==> config.mk <==
export PLATFORM = sky130hd
export DESIGN_NAME = uart_cts_tx
export DESIGN_NICKNAME = d
export VERILOG_FILES = /design/src/rtl/uart_tx_pkg.sv /design/src/rtl/tx_byte_fifo.sv /design/src/rtl/cts_sync.sv /design/src/rtl/tx_frame_engine.sv /design/src/rtl/uart_cts_tx.sv
export SDC_FILE = /design/constraint.sdc
export NUM_CORES = 1
export LEC_CHECK = 0
export CORE_AREA = 2 2 101 103
export CTS_BUF_LIST = sky130_fd_sc_hd__clkbuf_8 sky130_fd_sc_hd__clkbuf_16
export DETAILED_ROUTE_END_ITERATION = 7
export DIE_AREA = 0 0 103 105
export PLACE_DENSITY_LB_ADDON = 0.1
export RECOVER_POWER = 25
export SKIP_LAST_GASP = 1
export SLEW_MARGIN = 20
export SYNTH_ARGS = -nofsm -noshare
export SYNTH_HDL_FRONTEND = slang
export SYNTH_SLANG_ARGS = --single-unit
export TNS_END_PERCENT = 10
==> constraint.sdc <==
create_clock -name clk -period 3.3 [get_ports clk]
set_clock_uncertainty 0.1 [all_clocks]
set_input_delay 0.825 -clock clk [delete_from_list [all_inputs] [get_ports clk]]
set_output_delay 0.825 -clock clk [all_outputs]
set_load 0.02 [all_outputs]
==> src/rtl/uart_tx_pkg.sv <==
package uart_tx_pkg;

  typedef enum logic [2:0] {
    ST_IDLE,
    ST_START,
    ST_DATA,
    ST_PARITY,
    ST_STOP
  } tx_state_e;

  function automatic logic parity_of(input logic [7:0] d, input logic odd);
    return (^d) ^ odd;
  endfunction

endpackage

==> src/rtl/tx_byte_fifo.sv <==
module tx_byte_fifo #(
  parameter int W     = 8,
  parameter int DEPTH = 8
) (
  input  logic         clk,
  input  logic         rst_n,
  input  logic         push_valid,
  input  logic [W-1:0] push_data,
  output logic         push_ready,
  input  logic         pop,
  output logic [W-1:0] pop_data,
  output logic         empty
);
  localparam int AW = (DEPTH > 1) ? $clog2(DEPTH) : 1;
  localparam int CW = AW + 1;

  logic [W-1:0]  mem [DEPTH];
  logic [AW-1:0] wr_ptr, rd_ptr;
  logic [CW-1:0] count;
  logic          do_push, do_pop;

  assign push_ready = (count != CW'(DEPTH));
  assign empty      = (count == '0);
  assign do_push    = push_valid && push_ready;
  assign do_pop     = pop && !empty;
  assign pop_data   = mem[rd_ptr];

  always_ff @(posedge clk) begin
    if (do_push) mem[wr_ptr] <= push_data;
  end

  always_ff @(posedge clk or negedge rst_n) begin
    if (!rst_n) begin
      wr_ptr <= '0;
      rd_ptr <= '0;
      count  <= '0;
    end else begin
      if (do_push) wr_ptr <= (wr_ptr == AW'(DEPTH - 1)) ? '0 : wr_ptr + 1'b1;
      if (do_pop)  rd_ptr <= (rd_ptr == AW'(DEPTH - 1)) ? '0 : rd_ptr + 1'b1;
      case ({do_push, do_pop})
        2'b10:   count <= count + 1'b1;
        2'b01:   count <= count - 1'b1;
        default: count <= count;
      endcase
    end
  end

  // a full buffer does not grow when a byte is offered
  assert_no_overflow_R3: assert property (@(posedge clk) disable iff (!rst_n)
    (!push_ready && !pop) |=> $stable(count));
  assert_count_bound_R3: assert property (@(posedge clk) disable iff (!rst_n)
    count <= CW'(DEPTH));

endmodule

==> src/rtl/cts_sync.sv <==
module cts_sync #(
  parameter int STAGES = 2
) (
  input  logic clk,
  input  logic rst_n,
  input  logic cts_n_async,
  output logic cts_n_sync
);
  logic [STAGES-1:0] chain;

  always_ff @(posedge clk or negedge rst_n) begin
    if (!rst_n) chain <= '1;
    else        chain <= {chain[STAGES-2:0], cts_n_async};
  end

  assign cts_n_sync = chain[STAGES-1];
endmodule

==> src/rtl/tx_frame_engine.sv <==
module tx_frame_engine
  import uart_tx_pkg::*;
#(
  parameter int DATA_W        = 8,
  parameter int TICKS_PER_BIT = 16
) (
  input  logic              clk,
  input  logic              rst_n,
  input  logic              baud_tick,
  input  logic              fifo_empty,
  input  logic [DATA_W-1:0] fifo_data,
  output logic              fifo_pop,
  input  logic              parity_en,
  input  logic              parity_odd,
  input  logic              flow_en,
  input  logic              cts_n_sync,
  output logic              tx,
  output logic              busy
);
  localparam int TW = (TICKS_PER_BIT > 1) ? $clog2(TICKS_PER_BIT) : 1;
  localparam int IW = (DATA_W > 1) ? $clog2(DATA_W) : 1;

  tx_state_e         state;
  logic [TW-1:0]     tick_cnt;
  logic [IW-1:0]     bit_idx;
  logic [DATA_W-1:0] shreg;
  logic              tx_q, par_q, pen_q;
  logic              bit_end, launch;

  assign launch   = (state == ST_IDLE) && !fifo_empty && (!flow_en || !cts_n_sync);
  assign fifo_pop = launch;
  assign bit_end  = baud_tick && (tick_cnt == TW'(TICKS_PER_BIT - 1));
  assign tx       = tx_q;
  assign busy     = (state != ST_IDLE);

  always_ff @(posedge clk or negedge rst_n) begin
    if (!rst_n) begin
      tick_cnt <= '0;
    end else if (state == ST_IDLE) begin
      tick_cnt <= '0;
    end else if (baud_tick) begin
      tick_cnt <= bit_end ? '0 : tick_cnt + 1'b1;
    end
  end

  always_ff @(posedge clk or negedge rst_n) begin
    if (!rst_n) begin
      state   <= ST_IDLE;
      tx_q    <= 1'b1;
      bit_idx <= '0;
      shreg   <= '0;
      par_q   <= 1'b0;
      pen_q   <= 1'b0;
    end else begin
      case (state)
        ST_IDLE: begin
          tx_q <= 1'b1;
          if (launch) begin
            shreg <= fifo_data;
            par_q <= parity_of(8'(fifo_data), parity_odd);
            pen_q <= parity_en;
            tx_q  <= 1'b0;
            state <= ST_START;
          end
        end
        ST_START: if (bit_end) begin
          state   <= ST_DATA;
          tx_q    <= shreg[0];
          bit_idx <= '0;
        end
        ST_DATA: if (bit_end) begin
          if (bit_idx == IW'(DATA_W - 1)) begin
            state <= pen_q ? ST_PARITY : ST_STOP;
            tx_q  <= pen_q ? par_q : 1'b1;
          end else begin
            bit_idx <= bit_idx + 1'b1;
            shreg   <= shreg >> 1;
            tx_q    <= shreg[1];
          end
        end
        ST_PARITY: if (bit_end) begin
          state <= ST_STOP;
          tx_q  <= 1'b1;
        end
        ST_STOP: if (bit_end) state <= ST_IDLE;
        default: state <= ST_IDLE;
      endcase
    end
  end

  // start bit low, stop bit and rest level high
  assert_start_low_R1: assert property (@(posedge clk) disable iff (!rst_n)
    (state == ST_START) |-> !tx);
  assert_stop_high_R1: assert property (@(posedge clk) disable iff (!rst_n)
    (state == ST_STOP) |-> tx);
  assert_mark_idle_R1: assert property (@(posedge clk) disable iff (!rst_n)
    (state == ST_IDLE) |-> tx);
  // a frame is only launched while sending is permitted
  assert_launch_gated_R5: assert property (@(posedge clk) disable iff (!rst_n)
    fifo_pop |-> (!flow_en || !cts_n_sync));
  // a frame in flight never returns to idle before its stop bit
  assert_no_abort_R6: assert property (@(posedge clk) disable iff (!rst_n)
    (state == ST_START || state == ST_DATA || state == ST_PARITY) |=> (state != ST_IDLE));

endmodule

==> src/rtl/uart_cts_tx.sv <==
module uart_cts_tx #(
  parameter int DATA_W        = 8,
  parameter int FIFO_DEPTH    = 8,
  parameter int TICKS_PER_BIT = 16,
  parameter int SYNC_STAGES   = 2
) (
  input  logic              clk,
  input  logic              rst_n,
  input  logic              baud_tick,
  input  logic              in_valid,
  input  logic [DATA_W-1:0] in_data,
  output logic              in_ready,
  input  logic              parity_en,
  input  logic              parity_odd,
  input  logic              flow_en,
  input  logic              cts_n,
  output logic              tx,
  output logic              tx_idle
);
  logic              fifo_empty, fifo_pop, cts_n_s, busy;
  logic [DATA_W-1:0] fifo_data;

  tx_byte_fifo #(.W(DATA_W), .DEPTH(FIFO_DEPTH)) fifo_i (
    .clk(clk), .rst_n(rst_n),
    .push_valid(in_valid), .push_data(in_data), .push_ready(in_ready),
    .pop(fifo_pop), .pop_data(fifo_data), .empty(fifo_empty)
  );

  cts_sync #(.STAGES(SYNC_STAGES)) sync_i (
    .clk(clk), .rst_n(rst_n), .cts_n_async(cts_n), .cts_n_sync(cts_n_s)
  );

  tx_frame_engine #(.DATA_W(DATA_W), .TICKS_PER_BIT(TICKS_PER_BIT)) eng_i (
    .clk(clk), .rst_n(rst_n), .baud_tick(baud_tick),
    .fifo_empty(fifo_empty), .fifo_data(fifo_data), .fifo_pop(fifo_pop),
    .parity_en(parity_en), .parity_odd(parity_odd),
    .flow_en(flow_en), .cts_n_sync(cts_n_s),
    .tx(tx), .busy(busy)
  );

  assign tx_idle = fifo_empty && !busy;

  // the idle status never coexists with a driven-low line
  assert_idle_status_R8: assert property (@(posedge clk) disable iff (!rst_n)
    tx_idle |-> tx);

endmodule

==> impl_metrics.json <==
{
  "clkSlewWorstSetupHoldPaths_ps": 100,
  "criticalPathCategory": "flop to primary output",
  "syn_inst": 280,
  "syn_area_um2": 4250,
  "setup_viol_count_final": 0,
  "pin_count": 19,
  "p_clk_frac": 0.180,
  "grt_max_degree": 34,
  "syn_to_final_growth_pct": 14.2,
  "synth_async_sr_flop_share": 0.340,
  "syn_nets": 306,
  "busiest_layer": "met2",
  "p_leak_nw": 1.80,
  "insertion_delay_ps": 350,
  "use_met3": 0.0321,
  "via_per_inst": 5.22,
  "vdd_ir_drop_max_v": 0.000347,
  "ys_warn_count": 0,
  "cap_viol_max_count": 1,
  "p_seq_frac": 0.429,
  "pre_cts_ws_ps": 322,
  "htreeDepth": 3,
  "slowest_delay_ps": 590,
  "wl_um": 7610,
  "core_area_um2": 9640,
  "grt_pass1_vias": 2380,
  "first_pass_iters": 5,
  "cts_setup_buffers": 0,
  "gr-usage-met2": 0.251,
  "syn_area_per_cell_um2": 15.2,
  "violations": "max-capacitance violations, max-slew violations",
  "final_cells": 453,
  "gr-usage-all-layers": 0.154,
  "start_util": 0.441,
  "end_kind": "primary output",
  "timing.final.crit_period_ps": 3040,
  "post_drt_wl_per_cell_um": 16.8,
  "drc": 0,
  "p_comb_frac": 0.391,
  "hp-class": "flop to flop",
  "synth_edf_count": 64,
  "overflow": 0,
  "path_cells": "nor4_1 > and2_1 > clkdlybuf4s50_1",
  "drv_slew": 34,
  "synth-main-ff-cell": "edfxtp_1",
  "rows": 36,
  "cts_buffers": 9,
  "final_common_cell": "edfxtp_1",
  "drtIter0Drc": 90,
  "finalCritPeriodShare": 0.920,
  "place_congestion": 0.739,
  "cp_max_fo": 7,
  "placedCellCount": 437,
  "antenna_found_initial": 0,
  "fmax_mhz": 329,
  "worst_pin_slew_ps": 1850,
  "p_sw_frac": 0.347,
  "p_per_area_nw_per_um2": 895,
  "drive_gt1_frac": 0.172,
  "post-route-util": 0.503,
  "grt.met1_usage": 0.203,
  "tns_ps": 0,
  "ant_nets": 0,
  "status": "finished with violations",
  "rsz0062_at_grt": "false",
  "clockRootBuffer": "clkbuf_8",
  "p_switching_mw": 1.51,
  "vias": 2366,
  "die_area_um2": 10800,
  "fin_ws_ps": 264,
  "fin_nets": 341,
  "ys_seq_area_frac": 0.648,
  "layout.cells.most_common_list": "edfxtp_1, dfrtp_1, nand2_1, nor2_1, buf_4",
  "die_y_um": 105,
  "portBuffers": 18,
  "die_w_um": 103,
  "clockBufferDepth": 2,
  "clock-sinks": 97,
  "worstPathRequired_ps": 2370,
  "cts_hold_buffers": 0,
  "antenna_cells": 0,
  "cpMaxStageDelayCell": "clkdlybuf4s50_1",
  "cp_data_arrival_time_ps": 2110,
  "cts_tree": "yes",
  "fillers": 853,
  "hold_viol": 0,
  "synth.distinct_cells": 44,
  "max_slew_margin": -0.232,
  "ys_ff_latch": 97,
  "start_kind": "flop",
  "hpwlAfterDp_um": 5070,
  "intPower_mw": 2.84,
  "grt_pass1_wl_um": 12300,
  "post_cts_resized": 0
}
==> synth_stat cells (2+ instances only) <==
cell      number  area share
mux4_2        14       0.074
o21ai_0        7      0.0082
mux2_1         2      0.0053
buf_2          2      0.0024
nor2b_1        2      0.0029
nand3b_1       2      0.0035
mux2_2         2      0.0053
a211oi_1       2      0.0035
nand2_1       21       0.019
a21o_1         2      0.0035
nor3_1        12       0.014
nand2b_1       5      0.0074
xor2_1         8       0.016
clkbuf_1       5      0.0044
mux2i_4        2       0.011
o21ai_1        6      0.0071
buf_6          4       0.011
edfxtp_1      64        0.45
nor4_1         2      0.0029
mux2i_1       13       0.031
mux4_1         2       0.012
nand3_1        7      0.0082
inv_1          5      0.0044
xnor2_1        4      0.0082
ha_1          10       0.029
nor2_1        18       0.016
a21oi_1        9       0.011
dfstp_2        3       0.019
dfrtp_1       30        0.18
==> kinds of logic (layout without fill, tap and decap cells) <==
family | Yosys count | in the layout | share of synthesized area
xor gates and xnor gates | 13 | 13 | 0.0300
adders and majority gates | 10 | 10 | 0.0294
DFF | 97 | 97 | 0.648
and+or+nand+nor | 74 | 74 | 0.0822
AOI/OAI and AO/OA | 34 | 34 | 0.0498
buffers and inverters | 17 | 57 | 0.0227
muxes | 35 | 35 | 0.138
==> worst max-delay path: cells and delay by family, from the launching register on <==
family                 cells  cell delay, ps
AND/OR/NAND/NOR            2             690
flip-flops                 1             470
buffers and inverters      1             590
==> through the flow <==
step	hold slack, ps	instance area, um2	total power, mW
floorplan	245	4250	3.18
global placement	253	4660	3.59
detailed placement	251	4660	3.62
CTS	264	4850	4.41
global route	265	4850	4.66
finish	263	4850	4.34
==> final timing paths <==
check	cells after the start	startpoint	end	slack, ps
min	0	sync_i.chain[0]$_DFF_PN1_	sync_i.chain[1]$_DFF_PN1_	260
min reg2reg	0	sync_i.chain[0]$_DFF_PN1_	sync_i.chain[1]$_DFF_PN1_	260
min in group asynchronous	2	rst_n	eng_i.tick_cnt[2]$_DFFE_PN0P_	1390
max	3	fifo_i.count[0]$_DFFE_PN0P_	tx_idle	260
max reg2reg	6	fifo_i.rd_ptr[0]$_DFFE_PN0P_	eng_i.par_q$_DFFE_PN0P_	650
max in group asynchronous	2	rst_n	eng_i.shreg[1]$_DFFE_PN0P_	640
==> power groups by stage <==
| stage | sequential, mW | clock (mW) | combinational, mW |
|---|---|---|---|
| 6_report | 1.86 | 0.781 | 1.70 |
| 5_1_grt | 1.92 | 0.845 | 1.90 |
| 4_1_cts | 1.87 | 0.806 | 1.73 |
| 3_5_place_dp | 1.90 | 0 | 1.72 |
| 3_3_place_gp | 1.89 | 0 | 1.70 |
| 2_1_floorplan | 1.76 | 0 | 1.43 |
==> metal layers <==
layer / routed length (um) / vias up / share of wire
met5: 0 / - / 0
met4: 88 / 0 / 0.012
met3: 185 / 8 / 0.024
met2: 3810 / 25 / 0.50
met1: 3530 / 1202 / 0.46
li1: - / 1131 / -
==> final cells by class <==
type | instances | area [um2] | area share
Multi-Input combinational cell | 166 | 1410 | 0.290
Timing Repair Buffer | 35 | 304 | 0.0627
Clock buffer | 9 | 124 | 0.0255
Sequential cell | 97 | 2750 | 0.567
Inverter | 6 | 22.5 | 0.00464
Tap cell | 133 | 166 | 0.0343
Clock inverter | 7 | 75.1 | 0.0155
==> state kept, by name, summed over array words and instances, names as in the netlist <==
register	count
eng_i.bit_idx	3
fifo_i.count	4
fifo_i.wr_ptr	3
fifo_i.rd_ptr	3
eng_i.pen_q	1
eng_i.tick_cnt	4
eng_i.shreg	8
eng_i.par_q	1
eng_i.state	3
eng_i.tx	1
sync_i.chain	2
fifo_i.mem	64
(Power assumes the default switching activity.)
